### config.mk
export PLATFORM = sky130hd
export DESIGN_NAME = iter_mul_unit
export DESIGN_NICKNAME = d
export VERILOG_FILES = /design/src/rtl/imul_pkg.sv /design/src/rtl/imul_ctrl.sv /design/src/rtl/imul_core.sv /design/src/rtl/imul_pick.sv /design/src/rtl/iter_mul_unit.sv
export SDC_FILE = /design/constraint.sdc
export NUM_CORES = 1
export LEC_CHECK = 0
export CAP_MARGIN = 0
export CORE_MARGIN = 2
export CORE_UTILIZATION = 28
export CTS_BUF_LIST = sky130_fd_sc_hd__clkbuf_4 sky130_fd_sc_hd__clkbuf_8
export CTS_CLUSTER_SIZE = 8
export DETAILED_ROUTE_END_ITERATION = 10
export DONT_BUFFER_PORTS = 1
export SLEW_MARGIN = 20
export SYNTH_ARGS = -nofsm -noshare
export SYNTH_HDL_FRONTEND = slang
export SYNTH_HIERARCHICAL = 1
export SYNTH_SLANG_ARGS = --single-unit
export TNS_END_PERCENT = 30
### constraint.sdc
create_clock -name clk -period 5.1 [get_ports clk]
set_clock_uncertainty 0.15 [all_clocks]
set_input_delay 0.765 -clock clk [delete_from_list [all_inputs] [get_ports clk]]
set_output_delay 0.765 -clock clk [all_outputs]
set_load 0.005 [all_outputs]
### src/rtl/imul_pkg.sv
package imul_pkg;

    localparam int OPC_W = 6;

    localparam logic [OPC_W-1:0] OPC_LO   = 6'h27;
    localparam logic [OPC_W-1:0] OPC_UHI  = 6'h07;
    localparam logic [OPC_W-1:0] OPC_SUHI = 6'h17;
    localparam logic [OPC_W-1:0] OPC_SSHI = 6'h1f;

    typedef enum logic [1:0] {
        ST_IDLE,
        ST_LOOP,
        ST_FIX,
        ST_DONE
    } imul_state_e;

    typedef enum logic [1:0] {
        PICK_LO,
        PICK_UHI,
        PICK_SUHI,
        PICK_SSHI
    } imul_pick_e;

    // Map an operation code to the word the unit will return.
    // Immediate mode always picks the low word; unknown codes fall to signed-signed.
    function automatic imul_pick_e decode_pick(input logic [OPC_W-1:0] opc,
                                               input logic             imm);
        imul_pick_e p;
        if (imm) begin
            p = PICK_LO;
        end else begin
            case (opc)
                OPC_LO:   p = PICK_LO;
                OPC_UHI:  p = PICK_UHI;
                OPC_SUHI: p = PICK_SUHI;
                default:  p = PICK_SSHI;
            endcase
        end
        return p;
    endfunction

endpackage

### src/rtl/imul_ctrl.sv
module imul_ctrl
    import imul_pkg::*;
#(
    parameter int W = 32
) (
    input  logic clk,
    input  logic rst_n,
    input  logic start,
    output logic load,
    output logic step,
    output logic fix,
    output logic busy,
    output logic done
);

    localparam int CW = (W > 1) ? $clog2(W) : 1;
    localparam logic [CW-1:0] LAST_STEP = CW'(W - 1);

    imul_state_e state_q, state_d;
    logic [CW-1:0] step_cnt_q;

    // Next-state selection
    always_comb begin
        state_d = state_q;
        unique case (state_q)
            ST_IDLE: if (start) state_d = ST_LOOP;
            ST_LOOP: if (step_cnt_q == LAST_STEP) state_d = ST_FIX;
            ST_FIX:  state_d = ST_DONE;
            ST_DONE: state_d = ST_IDLE;
        endcase
    end

    // State register and loop counter
    always_ff @(posedge clk or negedge rst_n) begin
        if (!rst_n) begin
            state_q    <= ST_IDLE;
            step_cnt_q <= '0;
        end else begin
            state_q <= state_d;
            if (state_q == ST_LOOP) begin
                step_cnt_q <= step_cnt_q + 1'b1;
            end else begin
                step_cnt_q <= '0;
            end
        end
    end

    // Outputs from the state register
    always_comb begin
        load = 1'b0;
        step = 1'b0;
        fix  = 1'b0;
        busy = 1'b0;
        done = 1'b0;
        unique case (state_q)
            ST_IDLE: load = start;
            ST_LOOP: begin
                step = 1'b1;
                busy = 1'b1;
            end
            ST_FIX: begin
                fix  = 1'b1;
                busy = 1'b1;
            end
            ST_DONE: done = 1'b1;
        endcase
    end

endmodule

### src/rtl/imul_core.sv
module imul_core #(
    parameter int W = 32
) (
    input  logic         clk,
    input  logic         rst_n,
    input  logic         load,
    input  logic         step,
    input  logic [W-1:0] a_in,
    input  logic [W-1:0] b_in,
    output logic [W-1:0] lo_acc,
    output logic [W-1:0] hi_acc,
    output logic [W-1:0] a_keep,
    output logic [W-1:0] b_keep
);

    logic [W-1:0] msb_walk_q;   // multiplier copy shifted left, consumed from the top
    logic [W-1:0] lsb_walk_q;   // multiplier copy shifted right, consumed from the bottom
    logic [W-1:0] lo_next;
    logic [W:0]   hi_sum;

    // Low word: shift first, then add. High word: add, then shift with carry in.
    always_comb begin
        lo_next = (lo_acc << 1) + (msb_walk_q[W-1] ? a_keep : '0);
        hi_sum  = {1'b0, hi_acc} + {1'b0, (lsb_walk_q[0] ? a_keep : '0)};
    end

    always_ff @(posedge clk or negedge rst_n) begin
        if (!rst_n) begin
            lo_acc     <= '0;
            hi_acc     <= '0;
            a_keep     <= '0;
            b_keep     <= '0;
            msb_walk_q <= '0;
            lsb_walk_q <= '0;
        end else if (load) begin
            lo_acc     <= '0;
            hi_acc     <= '0;
            a_keep     <= a_in;
            b_keep     <= b_in;
            msb_walk_q <= b_in;
            lsb_walk_q <= b_in;
        end else if (step) begin
            lo_acc     <= lo_next;
            hi_acc     <= hi_sum[W:1];
            msb_walk_q <= msb_walk_q << 1;
            lsb_walk_q <= lsb_walk_q >> 1;
        end
    end

endmodule

### src/rtl/imul_pick.sv
module imul_pick
    import imul_pkg::*;
#(
    parameter int W = 32
) (
    input  logic         clk,
    input  logic         rst_n,
    input  logic         load,
    input  logic         fix,
    input  imul_pick_e   pick_in,
    input  logic [W-1:0] lo_acc,
    input  logic [W-1:0] hi_acc,
    input  logic [W-1:0] a_keep,
    input  logic [W-1:0] b_keep,
    output logic [W-1:0] result
);

    imul_pick_e   pick_q;
    logic [W-1:0] su_word;
    logic [W-1:0] ss_word;
    logic [W-1:0] chosen;

    // Signed corrections: remove the partial product of each sign bit.
    always_comb begin
        su_word = hi_acc - (a_keep[W-1] ? b_keep : '0);
        ss_word = su_word - (b_keep[W-1] ? a_keep : '0);
        unique case (pick_q)
            PICK_LO:   chosen = lo_acc;
            PICK_UHI:  chosen = hi_acc;
            PICK_SUHI: chosen = su_word;
            PICK_SSHI: chosen = ss_word;
        endcase
    end

    always_ff @(posedge clk or negedge rst_n) begin
        if (!rst_n) begin
            pick_q <= PICK_LO;
            result <= '0;
        end else begin
            if (load) pick_q <= pick_in;
            if (fix)  result <= chosen;
        end
    end

endmodule

### src/rtl/iter_mul_unit.sv
module iter_mul_unit
    import imul_pkg::*;
#(
    parameter int W     = 32,
    parameter int IMM_W = 16
) (
    input  logic             clk,
    input  logic             rst_n,
    input  logic             start,
    input  logic [OPC_W-1:0] op_code,
    input  logic             imm_mode,
    input  logic [W-1:0]     mcand,
    input  logic [W-1:0]     mplier,
    input  logic [IMM_W-1:0] imm16,
    output logic             busy,
    output logic             done,
    output logic [W-1:0]     result
);

    localparam int EXT_W = W - IMM_W;

    logic         load;
    logic         step;
    logic         fix;
    logic [W-1:0] b_sel;
    logic [W-1:0] lo_acc;
    logic [W-1:0] hi_acc;
    logic [W-1:0] a_keep;
    logic [W-1:0] b_keep;
    imul_pick_e   pick_in;

    always_comb begin
        b_sel   = imm_mode ? {{EXT_W{imm16[IMM_W-1]}}, imm16} : mplier;
        pick_in = decode_pick(op_code, imm_mode);
    end

    imul_ctrl #(.W(W)) u_ctrl (
        .clk   (clk),
        .rst_n (rst_n),
        .start (start),
        .load  (load),
        .step  (step),
        .fix   (fix),
        .busy  (busy),
        .done  (done)
    );

    imul_core #(.W(W)) u_core (
        .clk    (clk),
        .rst_n  (rst_n),
        .load   (load),
        .step   (step),
        .a_in   (mcand),
        .b_in   (b_sel),
        .lo_acc (lo_acc),
        .hi_acc (hi_acc),
        .a_keep (a_keep),
        .b_keep (b_keep)
    );

    imul_pick #(.W(W)) u_pick (
        .clk     (clk),
        .rst_n   (rst_n),
        .load    (load),
        .fix     (fix),
        .pick_in (pick_in),
        .lo_acc  (lo_acc),
        .hi_acc  (hi_acc),
        .a_keep  (a_keep),
        .b_keep  (b_keep),
        .result  (result)
    );

endmodule

==> results of run 1 <==
-- state kept, by name (all words and copies together), names as in the netlist --
signal	cells
u_ctrl/step_cnt_q	5
u_core/msb_walk_q	32
u_pick/pick_q	2
u_core/lo_acc	32
u_pick/result	32
u_core/hi_acc	32
u_core/b_keep	32
u_ctrl/state_q	2
u_core/a_keep	32
u_core/lsb_walk_q	32
-- worst max path at each step --
stage,from,endpoint,slack (ns),cells after the start
3_5_place_dp,u_core/b_keep[0],u_pick/result[27],-0.06,22
5_1_grt,u_core/a_keep[31],u_pick/result[31],-0.02,23
2_1_floorplan,u_core/a_keep[31],u_pick/result[27],0.06,22
3_3_place_gp,u_core/b_keep[0],u_pick/result[27],0.08,22
6_report,u_core/a_keep[31],u_pick/result[27],0.16,22
4_1_cts,u_core/a_keep[31],u_pick/result[27],0.004,22
-- timing repair --
action	4_1_cts	5_1_grt
endpoints found under the hold margin	233	233
pin swaps	15	14
setup endpoints to repair	1	9
gates resized for setup	14	13
setup buffers	6	3
-- critical path: cells and delay by family (launching register included) --
| family | cells | cell delay, ns |
|---|---|---|
| xor+xnor | 2 | 0.27 |
| buf+inv | 3 | 0.35 |
| mux | 2 | 0.75 |
| flops | 1 | 0.34 |
| fa+ha+maj | 3 | 0.78 |
| compound gates | 11 | 2.04 |
| simple gates | 1 | 0.14 |
-- logic make-up after synthesis --
group	after synthesis
buf+inv	170
simple gates	715
xor+xnor	87
flops	233
fa+ha+maj	134
mux	164
compound gates	547
-- synthesized netlist by cell type (all sizes together), types with 6 or more instances --
library cell | n | area (um2)
dfrtp | 233 | 5830
nor2 | 181 | 679
nand2 | 172 | 646
ha | 130 | 1630
a21oi | 120 | 619
nor2b | 111 | 694
o21ai | 106 | 549
mux2 | 105 | 1230
clkbuf | 87 | 358
a211oi | 81 | 613
and2 | 81 | 509
a21o | 65 | 488
inv | 60 | 225
xnor2 | 52 | 455
nand3 | 50 | 250
mux2i | 41 | 410
xor2 | 35 | 307
nor3 | 31 | 155
buf | 23 | 144
a31oi | 21 | 138
and3 | 21 | 131
o211ai | 21 | 171
mux4 | 18 | 405
nand4 | 18 | 113
o21bai | 17 | 128
nand2b | 16 | 100
o21a | 16 | 120
a211o | 12 | 105
o31ai | 11 | 101
o22ai | 9 | 70.1
o221ai | 7 | 61.3
a21boi | 6 | 45.1
nand3b | 6 | 45.0
nor3b | 6 | 45.0
o2bb2ai | 6 | 52.6
o311ai | 6 | 52.6
-- metal layers --
metal	GRT usage [%]	wire, um	vias to the layer above
met4	5.05	1550	0
met3	3.22	3780	83
li1	-	-	7432
met5	0	0	-
met1	23.3	26800	7613
met2	26.2	25000	480
-- through the flow --
stage / hold WS [ns] / cells / TNS, ns
6_report: -0.310 / 2952 / 0
5_1_grt: -0.350 / 2951 / -0.0383
4_1_cts: -0.342 / 2948 / 0
3_5_place_dp: 0.310 / 2869 / -0.0574
3_3_place_gp: 0.296 / 2869 / 0
2_1_floorplan: 0.280 / 2050 / 0
-- final cells by class --
type / count / area [um2]
fill: 6820 / 44700
multi-input combinational: 1647 / 12000
sequential: 233 / 5830
tap: 864 / 1080
clock buffer: 61 / 815
timing repair buffer: 74 / 579
inverter: 60 / 225
clock inverter: 12 / 158
antenna: 1 / 2.50
==> impl_metrics.yaml, run 1 <==
critical_path:
  crit_top_cell: "a21o_1"
  crit_slowest_cell: "mux4_2"
  r2r-start: "u_core/a_keep[31]"
  r2r_cells: 22
  r2r_end: "u_pick/result[27]"
  crit_required_ns: 5.44
  critPathMaxStageDelay_ns: 0.48
  crit_path_cell_trace: "and2_4, ha_2, inv_2, fa_2, a21o_1, a2111oi_4, o21ai_2, a41oi_4, buf_6, o211ai_4, a311oi_2, buf_4, xnor2_2, ha_1, a21o_1, a21o_1, a21oi_2, o21ai_2, o21bai_2, xor2_1, mux4_2, mux2_4"
  start_kind: "flip-flop"
  crit_type: "flip-flop to flip-flop"
  cp_max_fo: 3
  r2r_setup_slack_ns: 0.16
  cp_data_arrival_time_ns: 5.28
  end_kind: "flip-flop"
run_status:
  violations: "hold timing"
  outcome: "finished with violations"
cts:
  cts_buffers: 45
  clk_latency_ns: 0.62
  cts_sinks: 233
  h-tree-depth: 2
  clockBufferDepth: 3
  root_buffer: "clkbuf_8"
  clk_pin_slew_ns: 0.07
  cts_tree: "done"
finish:
  most-common-layout-cells: "dfrtp_1 (231), nor2_1 (180), nand2_1 (172)"
  layout-drive-gt1-share_pct: 15.9
  final_util_pct: 31.6
  nNetsFinal: 2285
  final_common_cell: "dfrtp_1"
  final_cell_area_um2: 20700
  syn2layout_area_growth_pct: 12.3
yosys:
  avgSynthCellArea_um2: 8.98
  ys_ff_latch: 233
  synth.net_count: 2274
  synth_top_family_by_area: "compound AO/OA/AOI/OAI gates"
  yosysSeqAreaShare_pct: 31.7
  synth-edff-count: 0
  synth-xor-area-share_pct: 4.14
  synthMuxAreaShare_pct: 11.1
  ys.flop_type: "dfrtp_1"
  synth_compound_area_share_pct: 20.6
  synth_adder_area_share_pct: 9.27
  postSynthCellCount: 2050
  synth_cell_types: 97
  synthArstFlopShare_pct: 100
  yosys_warnings: 6
  yosys.area_share.simple_pct: 19.2
  synth_area_um2: 18400
floorplan:
  fp.dieH_um: 260
  coreArea_um2: 65400
  fp-row-count: 94
  die_x_um: 260
  ios: 124
  start_util_pct: 28.2
  die_area_um2: 67800
drt:
  antenna_left: 0
  wire_per_inst_um: 19.3
  via_per_inst: 5.29
  vias: 15600
  dr.pass1.iters: 5
  wl_mm: 57.1
  drt_iter0_markers: 999
  drcViolationCount: 0
global_route:
  grt_pass1_wl_mm: 89.0
  track_usage_pct: 16.7
  gr-total-overflow: 0
  grt_max_degree: 234
  first_global_vias: 15600
  antenna_found_initial: 1
min_path:
  min_path_type: "input port to async pin"
placed_design:
  place.gp.congestion: 0.919
  place_area_um2: 19500
  port_buffers: 0
  dpl_worst_slack_ns: -0.0574
  place_hpwl_mm: 42.9
timing:
  layout_min_cycle_time_ns: 4.94
  hold_viol_final: 233
  max-slew-margin-rel_pct: 29.0
  slew_violations: 0
  final.setup.worst_slack_ns: 0.163
  tightest_slew_ns: 1.07
  whs_ns: -0.310
  rsz0062_at_grt: "true"
  setup_violations: 0
  max_freq_mhz: 203
  min_period_over_period_pct: 96.8
run:
  maxCapViolations: 0
Power of run 1 is not shown: default switching activity piles up to over one toggle a cycle in this logic, so the estimate is an artifact.
==> inputs of run 2 (changes only) <==
- SETUP_SLACK_MARGIN: not set -> 0.4
==> impl_metrics.yaml, run 2 (synthesized netlist as in run 1, its figures left out) <==
floorplan:
  fp.dieH_um: 260
  die_x_um: 260
  fp-row-count: 94
  die_area_um2: 67800
  coreArea_um2: 65400
  ios: 124
  start_util_pct: 28.2
placed_design:
  place_area_um2: 19400
  placedCellCount: 2850
  place_hpwl_mm: 42.9
  port_buffers: 0
  place.gp.congestion: 0.951
critical_path:
  start_kind: "flip-flop"
  end_kind: "flip-flop"
  crit_type: "flip-flop to flip-flop"
  cp_max_fo: 4
  crit_required_ns: 5.43
  cp_data_arrival_time_ns: 5.27
global_route:
  antenna_found_initial: 1
  grt_pass1_wl_mm: 89.7
  first_global_vias: 15400
  grt_max_degree: 234
  track_usage_pct: 16.9
  gr-total-overflow: 0
cts:
  clk_pin_slew_ns: 0.06
  clk_latency_ns: 0.62
  cts_sinks: 233
  cts_tree: "done"
  clockBufferDepth: 3
  cts_buffers: 45
  h-tree-depth: 2
  root_buffer: "clkbuf_8"
drt:
  wl_mm: 58.3
  wire_per_inst_um: 19.7
  dr.pass1.iters: 7
  drt_iter0_markers: 1102
  antenna_left: 0
  vias: 15800
  via_per_inst: 5.35
  drcViolationCount: 0
run_status:
  violations: "hold timing"
  outcome: "finished with violations"
timing:
  setup_violations: 0
  layout_min_cycle_time_ns: 4.94
  slew_violations: 0
  max-slew-margin-rel_pct: 18.9
  max_freq_mhz: 202
  min_period_over_period_pct: 96.9
  hold_viol_final: 233
  tightest_slew_ns: 1.21
  whs_ns: -0.286
  rsz0062_at_grt: "true"
finish:
  final_util_pct: 32.1
  final_common_cell: "dfrtp_1"
  layout-drive-gt1-share_pct: 17.1
  final_cell_area_um2: 21000
  nNetsFinal: 2281
  most-common-layout-cells: "dfrtp_1 (231), nor2_1 (178), nand2_1 (171)"
  nFillCells: 6774
  syn2layout_area_growth_pct: 13.9
  stdcell_count: 2957
run:
  maxCapViolations: 0
min_path:
  min_path_type: "input port to async pin"
[run 2: cell types whose count changed in the layout (fill, tap and decap cells not counted), moves of 3 or more]
cell and change:
ha_4 +3, buf_4 -9, ha_1 -4, clkbuf_4 +5
buf_6 +3, o21ai_0 -3, a21oi_4 +3
[run 2: through the flow]
| stage | worst slack, ns | TNS (ns) |
|---|---|---|
| 2_1_floorplan | 0.191 | 0 |
| 6_report | 0.160 | 0 |
| 5_1_grt | 0.0318 | 0 |
| 3_3_place_gp | 0.110 | 0 |
| 4_1_cts | 0.205 | 0 |
| 3_5_place_dp | -0.00526 | -0.00526 |
[run 2: critical path, cell delays in order, from the launching register on]
cell       delay (ns)
dfrtp_1          0.35
and2_1           0.13
ha_2             0.18
inv_2            0.04
fa_2             0.33
a21o_1           0.23
a2111oi_4        0.34
buf_4            0.17
buf_4            0.09
o21bai_1         0.07
xor2_1           0.17
ha_1             0.31
buf_4            0.13
and3_1           0.27
o311ai_1         0.32
and2_1           0.32
o21ai_0          0.28
xor2_1           0.10
mux4_2           0.54
mux2_2           0.28
[run 2: metal layers]
layer	part of all wire, %	global-route usage [%]	vias to the layer above
met3	6.3	2.89	105
met5	0	0	-
met2	44	26.2	589
li1	-	-	7432
met4	2.8	5.22	0
met1	47	23.8	7692
[run 2: layout make-up]
type	instances	area, um2	share of cell area (%)
Clock buffer	67	866	4.13
Timing Repair Buffer	70	603	2.87
Sequential cell	233	5830	27.8
Multi-Input combinational cell	1647	12200	58.1
Tap cell	864	1080	5.15
Clock inverter	14	170	0.811
Inverter	60	225	1.07
Antenna cell	2	5.00	0.0239
[run 2: path summary, 6_finish.rpt]
path,from,end,slack [ns],cells after the start
max reg2reg,u_core/a_keep[31],u_pick/result[11],0.16,19
min reg2reg,u_ctrl/step_cnt_q[0],u_ctrl/step_cnt_q[0],0.31,1
max in group asynchronous,rst_n,u_pick/pick_q[1],4.59,0
max,u_core/a_keep[31],u_pick/result[11],0.16,19
min in group clk,mcand[4],u_core/a_keep[4],0.15,1
min,rst_n,u_core/b_keep[3],-0.29,0
[run 2: repair_timing]
item	4_1_cts	5_1_grt
buffers inserted	10	13
gates cloned	1	0
endpoints found under the hold margin	233	233
pin swaps	13	21
gates resized for setup	19	37
endpoints found under the setup margin	15	19
Power of run 2 is left out for the same reason.
==> inputs of run 3 (changes only) <==
- CAP_MARGIN: 0 -> 20
- CELL_PAD_IN_SITES_DETAIL_PLACEMENT: not set -> 0
- CELL_PAD_IN_SITES_GLOBAL_PLACEMENT: not set -> 1
- PLACE_DENSITY_LB_ADDON: not set -> 0.1
==> impl_metrics.yaml, run 3 (synthesized netlist as in run 1, its figures left out) <==
global_route:
  antenna_found_initial: 6
  grt_pass1_wl_mm: 94.2
  first_global_vias: 15300
  track_usage_pct: 18.1
  gr-total-overflow: 0
  grt_max_degree: 234
finish:
  multi_input_area_um2: 12200
  syn2layout_area_growth_pct: 14.8
  layout-drive-gt1-share_pct: 18.1
  most-common-layout-cells: "dfrtp_1 (231), nor2_1 (180), nand2_1 (171)"
  final_cell_area_um2: 21100
  regArea_um2: 5830
  nFillCells: 6857
  stdcell_count: 2980
  final_common_cell: "dfrtp_1"
  nNetsFinal: 2301
timing:
  rsz0062_at_grt: "true"
  max_freq_mhz: 206
  tightest_slew_ns: 0.992
  slew_violations: 0
  setup_violations: 0
  min_period_over_period_pct: 95.4
  setup_tns_ns: 0
  max-slew-margin-rel_pct: 33.8
  whs_ns: -0.324
  hold_viol_final: 233
  layout_min_cycle_time_ns: 4.87
critical_path:
  cp_data_arrival_time_ns: 5.21
  r2r-start: "u_core/a_keep[31]"
  r2r_end: "u_pick/result[27]"
  end_kind: "flip-flop"
  r2r_setup_slack_ns: 0.23
  crit_required_ns: 5.44
  crit_type: "flip-flop to flip-flop"
  start_kind: "flip-flop"
  cp_max_fo: 4
  r2r_cells: 20
cts:
  clk_latency_ns: 0.65
  root_buffer: "clkbuf_8"
  cts_tree: "done"
  clockBufferDepth: 3
  cts_buffers: 49
  h-tree-depth: 2
  cts_sinks: 233
  clk_pin_slew_ns: 0.06
floorplan:
  coreArea_um2: 65400
  fp-row-count: 94
  die_area_um2: 67800
  die_x_um: 260
  ios: 124
  fp.dieH_um: 260
  start_util_pct: 28.2
drt:
  drcViolationCount: 0
  wl_met2_mm: 26.6
  antenna_left: 0
  wl_met3_mm: 2.47
  dr.pass1.iters: 7
  wl_mm: 61.5
  top_layer_used: "met5"
  wl_met1_mm: 31.1
  wire_per_inst_um: 20.6
  via_per_inst: 5.11
  vias: 15200
  drt_iter0_markers: 912
run_status:
  violations: "hold timing"
  outcome: "finished with violations"
min_path:
  min_path_type: "input port to async pin"
run:
  maxCapViolations: 0
placed_design:
  place_area_um2: 19500
  port_buffers: 0
  place.gp.congestion: 0.887
  placedCellCount: 2862
  place_hpwl_mm: 45.7
==> run 3: cell count changes in the layout (fill, tap and decap cells not counted), moves of 2 or more <==
| cell | change |
|---|---|
| nor2_1 | +2 |
| buf_4 | +17 |
| nor3_1 | +2 |
| a21oi_2 | +2 |
| a211oi_1 | -2 |
| clkbuf_4 | +4 |
| nor2_2 | -2 |
| clkbuf_8 | +4 |
==> run 3: layout make-up <==
cell class              count  share of cell area, %
diodes                      2                 0.0237
clock buffers              75                   4.50
clock inverters            13                  0.663
inverters                  60                   1.07
multi-input cells        1647                   57.7
flip-flops and latches    233                   27.6
well taps                 864                   5.11
repair buffers             86                   3.30
==> run 3: through the flow <==
step           worst slack (ns)  hold WS (ns)  util, %
2_1_floorplan             0.191         0.280        -
3_3_place_gp              0.146         0.300     29.9
3_5_place_dp             0.0788         0.308     29.9
4_1_cts                   0.220        -0.382     32.0
5_1_grt                  0.0533        -0.383     32.3
6_report                  0.234        -0.324     32.3
==> run 3: worst max path at each step <==
| stage | start | endpoint | slack (ns) |
|---|---|---|---|
| 2_1_floorplan | u_core/a_keep[31] | u_pick/result[27] | 0.19 |
| 3_3_place_gp | u_core/a_keep[31] | u_pick/result[27] | 0.15 |
| 3_5_place_dp | u_core/a_keep[31] | u_pick/result[27] | 0.08 |
| 4_1_cts | u_core/a_keep[31] | u_pick/result[27] | 0.22 |
| 5_1_grt | u_core/a_keep[31] | u_pick/result[30] | 0.05 |
| 6_report | u_core/a_keep[31] | u_pick/result[27] | 0.23 |
==> run 3: layer usage <==
metal	track usage (%)	vias to the layer above
met5	0	-
met4	4.60	2
met3	2.51	75
met2	27.8	295
met1	26.6	7373
li1	-	7477
==> run 3: timing repair <==
action                                 CTS  global route
buffers inserted                        20             8
pin swaps                               18            21
setup endpoints to repair               15            18
gates cloned                             0             0
endpoints found under the hold margin  233           233
resized for setup                       22            36
==> run 3: worst max-delay path, cell delays in order (launching register included) <==
cell and delay, ns:
dfrtp_1 0.35, and2_4 0.15, ha_4 0.12, inv_2 0.03, fa_2 0.33, a21o_1 0.23, a2111oi_4 0.36, o21ai_2 0.13
a41oi_4 0.27, o211ai_4 0.14, a311oi_4 0.37, xnor2_2 0.17, ha_1 0.28, a21o_1 0.20, a21o_1 0.16, a21oi_2 0.13
o21ai_2 0.09, o21bai_4 0.18, xor2_1 0.13, mux4_2 0.46, mux2_4 0.26
Power of run 3 is left out for the same reason.
